==> config.mk <==
export PLATFORM = sky130hd
export DESIGN_NAME = spi_wp_unit
export DESIGN_NICKNAME = d
export VERILOG_FILES = /design/src/rtl/spi_wp_pkg.sv /design/src/rtl/spi_wp_frontend.sv /design/src/rtl/spi_wp_deser.sv /design/src/rtl/spi_wp_status.sv /design/src/rtl/spi_wp_unit.sv
export SDC_FILE = /design/constraint.sdc
export NUM_CORES = 1
export LEC_CHECK = 0
export ABC_AREA = 1
export BUFFER_PORTS_ARGS = -buffer_cell sky130_fd_sc_hd__buf_2
export CORE_MARGIN = 2
export CORE_UTILIZATION = 25
export DETAILED_ROUTE_END_ITERATION = 10
export PLACE_DENSITY_LB_ADDON = 0.05
export SYNTH_ARGS = -nofsm -noshare
export SYNTH_HDL_FRONTEND = slang
export SYNTH_HIERARCHICAL = 1
export SYNTH_SLANG_ARGS = --single-unit
==> constraint.sdc <==
create_clock -name clk -period 2.9 [get_ports clk]
set_input_delay 0.29 -clock clk [delete_from_list [all_inputs] [get_ports clk]]
set_output_delay 0.29 -clock clk [all_outputs]
set_load 0.05 [all_outputs]
==> src/rtl/spi_wp_pkg.sv <==
package spi_wp_pkg;
    localparam int BYTE_W = 8;
    localparam int POS_W  = $clog2(BYTE_W);
    localparam int ADDR_W = 10;

    localparam logic [BYTE_W-1:0] OP_WRSR = 8'h01;
    localparam logic [BYTE_W-1:0] OP_RDSR = 8'h05;
    localparam logic [BYTE_W-1:0] OP_WREN = 8'h06;

    typedef struct packed {
        logic       wpen;
        logic [1:0] bp;
    } nvstat_t;

    typedef struct packed {
        logic rise;
        logic fall;
        logic cs_rise;
        logic cs_hi;
        logic si;
    } spi_ev_t;

    // protected-region decode from the two top address bits
    function automatic logic in_region(input logic [1:0] bp, input logic [1:0] top2);
        case (bp)
            2'b00:   in_region = 1'b0;
            2'b01:   in_region = (top2 == 2'b11);
            2'b10:   in_region = top2[1];
            default: in_region = 1'b1;
        endcase
    endfunction

    function automatic logic [BYTE_W-1:0] pack_status(input nvstat_t s, input logic wel);
        pack_status = {s.wpen, 3'b000, s.bp, wel, 1'b0};
    endfunction
endpackage

==> src/rtl/spi_wp_frontend.sv <==
module spi_wp_frontend
    import spi_wp_pkg::*;
(
    input  logic    clk,
    input  logic    rst,
    input  logic    sck,
    input  logic    cs_n,
    input  logic    si,
    output spi_ev_t ev
);
    logic sck_d, sck_q, cs_d, cs_q, si_d;

    always_ff @(posedge clk) begin
        if (rst) begin
            sck_d <= 1'b0;
            sck_q <= 1'b0;
            cs_d  <= 1'b1;
            cs_q  <= 1'b1;
            si_d  <= 1'b0;
        end else begin
            sck_d <= sck;
            sck_q <= sck_d;
            cs_d  <= cs_n;
            cs_q  <= cs_d;
            si_d  <= si;
        end
    end

    always_comb begin
        ev.rise    = sck_d & ~sck_q & ~cs_d;
        ev.fall    = ~sck_d & sck_q & ~cs_d;
        ev.cs_rise = cs_d & ~cs_q;
        ev.cs_hi   = cs_d;
        ev.si      = si_d;
    end
endmodule

==> src/rtl/spi_wp_deser.sv <==
module spi_wp_deser
    import spi_wp_pkg::*;
(
    input  logic              clk,
    input  logic              rst,
    input  logic              rise,
    input  logic              cs_hi,
    input  logic              si,
    output logic [BYTE_W-1:0] opcode,
    output nvstat_t           wr_nv,
    output logic [POS_W-1:0]  bitpos,
    output logic [1:0]        nbytes
);
    localparam logic [POS_W-1:0] LAST = POS_W'(BYTE_W - 1);

    logic [BYTE_W-1:0] sh;
    logic [BYTE_W-1:0] nxt;

    assign nxt = {sh[BYTE_W-2:0], si};

    always_ff @(posedge clk) begin
        if (rst) begin
            sh     <= '0;
            bitpos <= '0;
            nbytes <= '0;
            opcode <= '0;
            wr_nv  <= '0;
        end else if (cs_hi) begin
            sh     <= '0;
            bitpos <= '0;
            nbytes <= '0;
            opcode <= '0;
        end else if (rise) begin
            sh <= nxt;
            if (bitpos == LAST) begin
                bitpos <= '0;
                if (nbytes == 2'd0) opcode <= nxt;
                if (nbytes == 2'd1) wr_nv  <= '{wpen: nxt[7], bp: nxt[3:2]};
                if (nbytes != 2'd3) nbytes <= nbytes + 2'd1;
            end else begin
                bitpos <= bitpos + 1'b1;
            end
        end
    end
endmodule

==> src/rtl/spi_wp_status.sv <==
module spi_wp_status
    import spi_wp_pkg::*;
(
    input  logic              clk,
    input  logic              rst,
    input  logic              wp_n,
    input  logic              fall,
    input  logic              cs_rise,
    input  logic              cs_hi,
    input  logic [BYTE_W-1:0] opcode,
    input  nvstat_t           wr_nv,
    input  logic [POS_W-1:0]  bitpos,
    input  logic [1:0]        nbytes,
    output nvstat_t           nv,
    output logic              wel,
    output logic              so,
    output logic              so_oe
);
    logic              hw_lock;
    logic              exact1, exact2;
    logic [BYTE_W-1:0] stat;
    logic [POS_W-1:0]  idx;

    assign hw_lock = ~wp_n & nv.wpen;
    assign exact1  = (bitpos == '0) && (nbytes == 2'd1);
    assign exact2  = (bitpos == '0) && (nbytes == 2'd2);
    assign stat    = pack_status(nv, wel);
    assign idx     = POS_W'(BYTE_W - 1) - bitpos;

    always_ff @(posedge clk) begin
        if (rst) begin
            nv  <= '0;
            wel <= 1'b0;
        end else if (cs_rise) begin
            if (opcode == OP_WREN && exact1)
                wel <= 1'b1;
            if (opcode == OP_WRSR && exact2 && wel && !hw_lock) begin
                nv  <= wr_nv;
                wel <= 1'b0;
            end
        end
    end

    always_ff @(posedge clk) begin
        if (rst || cs_hi) begin
            so    <= 1'b0;
            so_oe <= 1'b0;
        end else if (fall && opcode == OP_RDSR && nbytes != 2'd0) begin
            so    <= stat[idx];
            so_oe <= 1'b1;
        end
    end
endmodule

==> src/rtl/spi_wp_unit.sv <==
module spi_wp_unit
    import spi_wp_pkg::*;
#(
    parameter int AW = ADDR_W
) (
    input  logic          clk,
    input  logic          rst,
    input  logic          sck,
    input  logic          cs_n,
    input  logic          si,
    output logic          so,
    output logic          so_oe,
    input  logic          wp_n,
    input  logic [AW-1:0] qaddr,
    output logic          qpermit
);
    spi_ev_t           ev;
    logic [BYTE_W-1:0] opcode;
    nvstat_t           wr_nv;
    nvstat_t           nv;
    logic              wel;
    logic [POS_W-1:0]  bitpos;
    logic [1:0]        nbytes;

    spi_wp_frontend u_fe (
        .clk(clk), .rst(rst), .sck(sck), .cs_n(cs_n), .si(si), .ev(ev)
    );

    spi_wp_deser u_des (
        .clk(clk), .rst(rst), .rise(ev.rise), .cs_hi(ev.cs_hi), .si(ev.si),
        .opcode(opcode), .wr_nv(wr_nv), .bitpos(bitpos), .nbytes(nbytes)
    );

    spi_wp_status u_st (
        .clk(clk), .rst(rst), .wp_n(wp_n), .fall(ev.fall),
        .cs_rise(ev.cs_rise), .cs_hi(ev.cs_hi), .opcode(opcode),
        .wr_nv(wr_nv), .bitpos(bitpos), .nbytes(nbytes),
        .nv(nv), .wel(wel), .so(so), .so_oe(so_oe)
    );

    assign qpermit = wel & ~in_region(nv.bp, qaddr[AW-1 -: 2]);
endmodule

==> results.py, run 1 <==
metrics = {
    "layout": {
        "finish.net_count": 265,
        "num-fill-cells": 725,
        "finalCoreUtilization": 0.285,
        "areaGrowthSynthToFinish_pct": 12.0,
        "layout-drive-gt1-share": 0.107,
        "insertedDiodeCount": 0,
    },
    "global_routing": {
        "initial_antenna_violation_count": 0,
        "first_global_vias": 1241,
        "global_routing_met1_resource_utilization": 0.149,
        "grt.total_usage": 0.114,
        "globalRouteMet3Util": 0.0336,
        "globalRoute.totalOverflow": 0,
        "globalRoute.busiestLayer": "met2",
        "met2_usage": 0.177,
        "grt_max_degree": 14,
        "first_pass_grt_wire_length_um": 6190,
    },
    "sta": {
        "fmax_mhz": 541,
        "max-slew-margin-rel": 0.649,
        "fin_worst_skew_ns": 0.00793,
        "setup-violations-final": 0,
        "final_max_slew_viol_count": 0,
        "totalNegativeSetupSlack_ns": 0,
        "period_share": 0.638,
        "fin_crit_ns": 1.85,
        "worst-slew-pin-transition_ns": 0.524,
        "hold_viol": 0,
        "rsz0062_at_grt": "no",
        "fin_hold_ws_ns": 0.174,
    },
    "place": {
        "port_buffers": 10,
        "place.gp.congestion": 0.714,
        "dp_hpwl_um": 2810,
    },
    "setup_path": {
        "timing.critical_path.to": "u_des/opcode[3]",
        "timing.reg2reg.worst_path_depth": 8,
        "crit_path_end_kind": "flip-flop",
        "cp-startpoint": "u_fe/cs_d",
        "worst_ep_required_time_ns": 3.11,
        "path_class": "flip-flop to flip-flop",
        "critical_path.reg2reg.startpoint": "u_fe/cs_d",
        "critPathArrivalTime_ns": 2.06,
        "crit_fanout": 11,
        "regToRegEndpoint": "u_des/opcode[3]",
        "setup_slack_on_the_worst_flop_to_flop_path_ns": 1.05,
        "start_kind": "flip-flop",
    },
    "drt": {
        "firstDrtPassIters": 4,
        "drt_iter0_drc": 27,
        "detail_route.wl_per_cell_um": 11.6,
        "number_of_nets_still_failing_antenna_checks_after_routing": 0,
        "viasPerCell": 4.17,
        "drc": 0,
        "route.vias.total": 1337,
        "wirelength_routed_um": 3730,
    },
    "synth": {
        "sequential_share_of_the_synthesized_area": 0.426,
        "synthesis.instances": 232,
        "netlist_top_cells_count": "47 x nand2_1, 42 x nor2_1, 35 x inv_1",
        "ys_top_cells_by_area": "dfxtp_1 43%, nand2_1 11%, nor2_1 9.9%",
        "synth-main-ff-cell": "dfxtp_1",
        "synth.most_common_cell": "nand2_1",
        "ys.warnings.count": 6,
        "mappedNetlistArea_um2": 1600,
        "syn-mean-instance-area_um2": 6.89,
        "synth-edff-count": 0,
        "synth.largest_area_cell": "dfxtp_1",
        "asyncSetResetFlopFracSynth": 0,
        "syn-num-nets": 253,
        "yosysUniqueCellTypes": 21,
        "synth_top_cell_area_share": 0.426,
        "synth.ff_latch_count": 34,
    },
    "die": {
        "die_w_um": 84.0,
        "pin_count": 19,
        "chipHeight_um": 84.0,
        "dieArea_um2": 7050,
        "core_um2": 6280,
        "floorplan.initialDensity": 0.255,
        "placement_rows": 29,
    },
    "power_and_ir_drop": {
        "switchingPower_uw": 198,
        "share_clk_of_total_power": 0.405,
        "total_leakage_power_uw": 0.000698,
        "powerDensity_nw_per_um2": 469,
        "irDropWorstVdd_mv": 0.220,
        "pwr-share-comb": 0.031,
        "seq_power_share": 0.564,
        "int_power_uw": 641,
        "power_switching_share": 0.236,
    },
    "clock_network": {
        "path_clk_slew_ns": 0.08,
        "tritoncts": "yes",
        "clock-sinks": 34,
        "cts_root_buf": "clkbuf_8",
        "clock_tree.htree_level_count": 2,
        "cts_hold_buf": 0,
        "post_cts_setup_buffer_count": 0,
        "clockBufferDepth": 2,
        "clk_latency_ns": 0.28,
        "post_cts.resized_instances": 0,
        "cts-buffers-inserted": 5,
    },
    "worst_hold_path": {
        "worstHoldPathType": "primary input to flip-flop",
    },
    "run": {
        "timing.max_cap.violations": 0,
    },
    "outcome": {
        "status": "completed",
    },
}
[worst min path at each step]
stage / depth (start not counted) / slack (ns) / end / startpoint
2_1_floorplan: 1 / 0.36 / u_fe/sck_d / rst
3_3_place_gp: 2 / 0.45 / u_fe/sck_q / u_fe/sck_d
3_5_place_dp: 2 / 0.44 / u_fe/sck_q / u_fe/sck_d
4_1_cts: 2 / 0.16 / u_fe/cs_d / cs_n
5_1_grt: 2 / 0.18 / u_fe/cs_d / cs_n
6_report: 2 / 0.17 / u_fe/cs_d / cs_n
[critical path, cell delays in order, from the launching register on]
cell and delay, ns:
dfxtp_1 0.39, inv_1 0.10, nand2_1 0.05, nor2_1 0.40, buf_4 0.26, nand2_2 0.10, inv_2 0.18, nand3_1 0.13
a21oi_1 0.15
[per-stage QoR]
stage | cells | instance area (µm²) | worst slack [ns] | total power, µW
2_1_floorplan | 232 | 1600 | 1.52 | 501
3_3_place_gp | 314 | 1710 | 1.03 | 511
3_5_place_dp | 314 | 1710 | 1.04 | 511
4_1_cts | 321 | 1790 | 1.00 | 858
5_1_grt | 321 | 1790 | 0.821 | 885
6_report | 321 | 1790 | 1.05 | 839
[power groups by stage]
stage	logic [µW]	clock network [µW]	registers [µW]
floorplan	18.1	0	483
global placement	26.8	0	485
detailed placement	26.6	0	485
CTS	26.7	358	473
global route	30.4	380	474
finish	25.8	340	473
[per-layer routing]
| metal | vias to the layer above | wire [µm] |
|---|---|---|
| met4 | 0 | 48 |
| met1 | 584 | 1910 |
| met2 | 14 | 1670 |
| met5 | - | 0 |
| met3 | 4 | 106 |
| li1 | 735 | - |
[registers in the layout, summed over array words and instances (netlist names), 2 cells and up]
register      cells
u_des/bitpos      3
u_des/nbytes      2
u_des/opcode      8
u_des/sh          7
u_des/wr_nv       3
u_st/nv           3
[cells in the final DEF, fill, tap and decap left out]
cell type,instances
a21boi_0,1
a21oi_1,20
buf_2,10
buf_4,1
clkbuf_8,5
clkinv_1,1
clkinv_2,2
dfxtp_1,34
ha_1,5
inv_1,35
inv_2,2
nand2_1,47
nand2_2,2
nand3_1,23
nand3b_4,1
nand4_1,1
nor2_1,42
nor2_2,1
nor2_4,2
nor3_1,1
o21ai_0,6
or2_1,2
[final cells by class]
class | count | area, µm² | share of cell area
clock buffers | 5 | 68.8 | 0.0384
flip-flops and latches | 34 | 681 | 0.380
repair buffers | 11 | 57.6 | 0.0321
well taps | 77 | 96.3 | 0.0538
clock inverters | 2 | 10.0 | 0.00559
inverters | 38 | 143 | 0.0797
multi-input cells | 154 | 734 | 0.410
[logic make-up (layout without fill, tap and decap cells)]
group | after synthesis | count (layout) | share of synthesized area
AND/OR/NAND/NOR | 122 | 122 | 0.334
buffers and inverters | 44 | 56 | 0.115
adder cells (fa/ha/maj) | 5 | 5 | 0.0391
flip-flops | 34 | 34 | 0.426
AO/OA/AOI/OAI | 27 | 27 | 0.0861
(Power assumes the default switching activity.)
==> run 2, diff against run 1 <==
==> constraint.sdc (replaced) <==
create_clock -name clk -period 1.7 [get_ports clk]
set_input_delay 0.17 -clock clk [delete_from_list [all_inputs] [get_ports clk]]
set_output_delay 0.17 -clock clk [all_outputs]
set_load 0.05 [all_outputs]
==> results.py, run 2 (synthesized netlist as in run 1, its figures left out) <==
metrics = {
    "sta": {
        "totalNegativeSetupSlack_ns": 0,
        "fmax_mhz": 653,
        "fin_worst_skew_ns": 0.00602,
        "fin_crit_ns": 1.53,
        "worst-slew-pin-transition_ns": 0.415,
        "setup-violations-final": 0,
        "max-slew-margin-rel": 0.723,
        "period_share": 0.900,
        "timing.final.ws_setup_ns": 0.169,
        "hold_viol": 0,
        "final_max_slew_viol_count": 0,
        "rsz0062_at_grt": "no",
    },
    "worst_hold_path": {
        "worstHoldPathType": "primary input to flip-flop",
        "worstHoldPathCells": 2,
    },
    "layout": {
        "layout_top_registers": "u_des/opcode x8, u_des/sh x7",
        "insertedDiodeCount": 0,
        "largest_reg_flops": 8,
        "layout.cells.most_common_list": "47 x nand2_1, 42 x nor2_1, 35 x inv_1",
        "num-fill-cells": 720,
        "areaGrowthSynthToFinish_pct": 15.3,
        "finalNonFillerCells": 325,
        "layout-drive-gt1-share": 0.121,
        "area_of_the_multi_input_gates_um2": 734,
        "register_area_um2": 681,
        "mostFrequentLayoutCell": "nand2_1",
        "finish.net_count": 268,
        "design_area_um2": 1840,
        "regMostFlops": "u_des/opcode",
    },
    "clock_network": {
        "tritoncts": "yes",
        "clockBufferDepth": 2,
        "cts_root_buf": "clkbuf_8",
        "cts-buffers-inserted": 5,
        "cts_hold_buf": 0,
        "path_clk_slew_ns": 0.07,
        "clock_tree.htree_level_count": 2,
        "clk_latency_ns": 0.29,
        "post_cts.resized_instances": 0,
        "clock-sinks": 34,
        "post_cts_setup_buffer_count": 0,
    },
    "run": {
        "timing.max_cap.violations": 0,
    },
    "setup_path": {
        "timing.reg2reg.worst_path_depth": 5,
        "largest_incremental_delay_on_the_critical_path_ns": 0.45,
        "crit_fanout": 8,
        "path_class": "flip-flop to flip-flop",
        "critPathArrivalTime_ns": 1.69,
        "highest_delay_cell_along_the_critical_path": "dfxtp_1",
        "start_kind": "flip-flop",
        "crit_path_end_kind": "flip-flop",
        "critical_path.most_common_cell": "ha_1",
        "worst_ep_required_time_ns": 1.86,
        "cp_cell_sequence": "ha_1 > ha_1 > nand3_1 > nand2_1 > a21oi_1",
    },
    "place": {
        "placed_cells_incl_taps": 317,
        "dpl_cell_area_um2": 1730,
        "pre_cts_slack_ns": 0.174,
        "dp_hpwl_um": 2830,
        "place.gp.congestion": 0.711,
        "port_buffers": 10,
    },
    "power_and_ir_drop": {
        "powerDensity_nw_per_um2": 850,
        "totalPowerFinal_uw": 1570,
        "total_leakage_power_uw": 0.000725,
        "irDropWorstVdd_mv": 0.255,
    },
    "global_routing": {
        "globalRoute.totalOverflow": 0,
        "initial_antenna_violation_count": 0,
        "first_global_vias": 1275,
        "grt_max_degree": 16,
        "first_pass_grt_wire_length_um": 6380,
        "grt.total_usage": 0.117,
    },
    "die": {
        "chipHeight_um": 84.0,
        "placement_rows": 29,
        "core_um2": 6280,
        "pin_count": 19,
        "floorplan.initialDensity": 0.255,
        "dieArea_um2": 7050,
        "die_w_um": 84.0,
    },
    "drt": {
        "number_of_nets_still_failing_antenna_checks_after_routing": 0,
        "drt_iter0_drc": 46,
        "firstDrtPassIters": 4,
        "drc": 0,
        "viasPerCell": 4.10,
        "route.vias.total": 1334,
        "wirelength_routed_um": 3720,
        "detail_route.wl_per_cell_um": 11.4,
    },
    "outcome": {
        "status": "completed",
    },
}
## run 2: changes by cell type in the layout (fill, tap and decap cells not counted)
cell      before  now
buf_4          1    4
clkbuf_8       5    8
clkinv_2       2    0
## run 2: area by class of cell
cell class,instances,area share
clock buffers,8,0.0597
inverters,38,0.0773
multi-input cells,154,0.398
flip-flops and latches,34,0.369
well taps,77,0.0522
repair buffers,14,0.0434
## run 2: power breakdown
| part | switching, µW | leakage (µW) | internal, µW |
|---|---|---|---|
| Clock | 303 | 0.0000575 | 409 |
| Sequential | 3.37 | 0.000275 | 802 |
| Combinational | 31.5 | 0.000393 | 18.3 |
| Total | 338 | 0.000725 | 1230 |
## run 2: metrics by stage
step / utilization / hold slack (ns)
3_3_place_gp: 0.276 / 0.346
3_5_place_dp: 0.276 / 0.359
4_1_cts: 0.294 / 0.0445
2_1_floorplan: - / 0.241
5_1_grt: 0.294 / 0.0565
6_report: 0.294 / 0.0541
## run 2: final timing paths
| kind | from | slack, ns | end |
|---|---|---|---|
| min | cs_n | 0.05 | u_fe/cs_d |
| max reg2reg | u_des/bitpos[0] | 0.17 | u_des/opcode[3] |
| min reg2reg | u_fe/sck_d | 0.45 | u_fe/sck_q |
| max | u_des/bitpos[0] | 0.17 | u_des/opcode[3] |
## run 2: per-layer routing
| layer | vias to the layer above | share of wire | GRT usage |
|---|---|---|---|
| met5 | - | 0 | 0 |
| met4 | 0 | 0.014 | 0.0484 |
| met3 | 5 | 0.033 | 0.0356 |
| met2 | 17 | 0.45 | 0.185 |
| met1 | 571 | 0.51 | 0.148 |
| li1 | 741 | - | - |
## run 2: critical path: cells and delay by family (launching register included)
family	cells	cell delay (ns)
and+or+nand+nor	2	0.45
adders and majority gates	2	0.43
AOI/OAI and AO/OA	1	0.07
DFF	1	0.45
==> run 3, diff against run 2 <==
--- a/config.mk
+++ b/config.mk
@@ -7,10 +7,13 @@
 export LEC_CHECK = 0
 export ABC_AREA = 1
 export BUFFER_PORTS_ARGS = -buffer_cell sky130_fd_sc_hd__buf_2
+export CELL_PAD_IN_SITES_DETAIL_PLACEMENT = 0
+export CELL_PAD_IN_SITES_GLOBAL_PLACEMENT = 1
 export CORE_MARGIN = 2
 export CORE_UTILIZATION = 25
 export DETAILED_ROUTE_END_ITERATION = 10
 export PLACE_DENSITY_LB_ADDON = 0.05
+export SKIP_LAST_GASP = 1
 export SYNTH_ARGS = -nofsm -noshare
 export SYNTH_HDL_FRONTEND = slang
 export SYNTH_HIERARCHICAL = 1
==> results.py, run 3 (synthesized netlist as in run 1, its figures left out) <==
metrics = {
    "drt": {
        "drt_iter0_drc": 28,
        "wl_met3_um": 87,
        "met2RoutedLength_um": 1740,
        "wirelength_routed_um": 3950,
        "firstDrtPassIters": 4,
        "met1Wirelength_um": 2100,
        "top_layer": "met4",
        "viasPerCell": 4.13,
        "drc": 0,
        "detail_route.wl_per_cell_um": 12.2,
        "number_of_nets_still_failing_antenna_checks_after_routing": 0,
        "route.vias.total": 1343,
    },
    "die": {
        "pin_count": 19,
        "chipHeight_um": 84.0,
        "placement_rows": 29,
        "dieArea_um2": 7050,
        "floorplan.initialDensity": 0.255,
        "die_w_um": 84.0,
        "core_um2": 6280,
    },
    "clock_network": {
        "tritoncts": "yes",
        "post_cts_setup_buffer_count": 0,
        "path_clk_slew_ns": 0.07,
        "cts_root_buf": "clkbuf_8",
        "clockBufferDepth": 2,
        "cts-buffers-inserted": 5,
        "clk_latency_ns": 0.28,
        "clock-sinks": 34,
        "cts_hold_buf": 0,
        "post_cts.resized_instances": 0,
        "clock_tree.htree_level_count": 2,
    },
    "power_and_ir_drop": {
        "total_leakage_power_uw": 0.000719,
        "irDropWorstVdd_mv": 0.324,
        "totalPowerFinal_uw": 1620,
        "powerDensity_nw_per_um2": 874,
    },
    "sta": {
        "fin_worst_skew_ns": 0.00644,
        "timing.final.ws_setup_ns": 0.187,
        "final_max_slew_viol_count": 0,
        "fmax_mhz": 661,
        "worst-slew-pin-transition_ns": 0.455,
        "setup-violations-final": 0,
        "fin_crit_ns": 1.51,
        "rsz0062_at_grt": "yes",
        "period_share": 0.890,
        "max-slew-margin-rel": 0.696,
        "hold_viol": 0,
        "fin_hold_ws_ns": 0.0660,
    },
    "layout": {
        "num-fill-cells": 715,
        "layout_top_registers": "u_des/opcode x8, u_des/sh x7",
        "largest_reg_flops": 8,
        "insertedDiodeCount": 0,
        "regMostFlops": "u_des/opcode",
        "layout-drive-gt1-share": 0.121,
        "finish.net_count": 268,
        "finalCoreUtilization": 0.294,
        "mostFrequentLayoutCell": "nand2_1",
        "layout.cells.most_common_list": "47 x nand2_1, 42 x nor2_1, 35 x inv_1",
        "areaGrowthSynthToFinish_pct": 15.6,
    },
    "setup_path": {
        "crit_fanout": 15,
        "start_kind": "flip-flop",
        "path_class": "flip-flop to flip-flop",
        "critPathArrivalTime_ns": 1.68,
        "crit_path_end_kind": "flip-flop",
        "worst_ep_required_time_ns": 1.87,
    },
    "place": {
        "place.gp.congestion": 0.732,
        "pre_cts_slack_ns": 0.164,
        "dp_hpwl_um": 2970,
        "port_buffers": 10,
    },
    "global_routing": {
        "grt.total_usage": 0.123,
        "globalRoute.totalOverflow": 0,
        "first_pass_grt_wire_length_um": 6690,
        "first_global_vias": 1323,
        "initial_antenna_violation_count": 0,
        "grt_max_degree": 16,
    },
    "run": {
        "timing.max_cap.violations": 0,
    },
    "outcome": {
        "status": "completed",
    },
    "worst_hold_path": {
        "worstHoldPathType": "primary input to flip-flop",
    },
}
[run 3: cell count changes in the layout (fill, tap and decap cells not counted), sizes merged]
cell,delta
clkbuf,-3
bufinv,+1
clkinvlp,+2
[run 3: worst paths after layout]
kind	start	to	slack (ns)	cells past startpoint
max reg2reg	u_fe/cs_d	u_des/sh[1]	0.19	7
min reg2reg	u_fe/si_d	u_des/sh[0]	0.46	2
min	cs_n	u_fe/cs_d	0.07	2
max	u_fe/cs_d	u_des/sh[1]	0.19	7
[run 3: through the flow]
stage          instances  setup TNS, ns  area (µm²)
3_5_place_dp         317              0        1730
2_1_floorplan        232              0        1600
4_1_cts              325              0        1850
6_report             325              0        1850
5_1_grt              325         -0.102        1850
3_3_place_gp         317              0        1730
[run 3: metal layers]
metal  GRT usage  vias to the layer above
li1            -                      741
met3      0.0267                        2
met4      0.0440                        0
met1       0.160                      590
met5           0                        -
met2       0.201                       10
[run 3: worst max-delay path, cell delays in order, from the launching register on]
cell and delay (ns):
dfxtp_1 0.39, inv_1 0.10, nand2_1 0.05, nor2_1 0.08
buf_4 0.22, clkinv_1 0.27, o21ai_0 0.23, a21oi_1 0.05
[run 3: where the power goes]
| part | switching, µW | internal (µW) | total, µW |
|---|---|---|---|
| logic | 30.2 | 15.8 | 46.1 |
| registers | 5.67 | 802 | 808 |
| clock network | 325 | 436 | 761 |
| total | 361 | 1250 | 1620 |
[run 3: final cells by class]
class / count / area [µm²] / share of cell area
Clock inverter: 3 / 45.0 / 0.0244
Clock buffer: 5 / 68.8 / 0.0372
Sequential cell: 34 / 681 / 0.368
Timing Repair Buffer: 14 / 80.1 / 0.0433
Inverter: 38 / 143 / 0.0772
Tap cell: 77 / 96.3 / 0.0521
Multi-Input combinational cell: 154 / 734 / 0.397
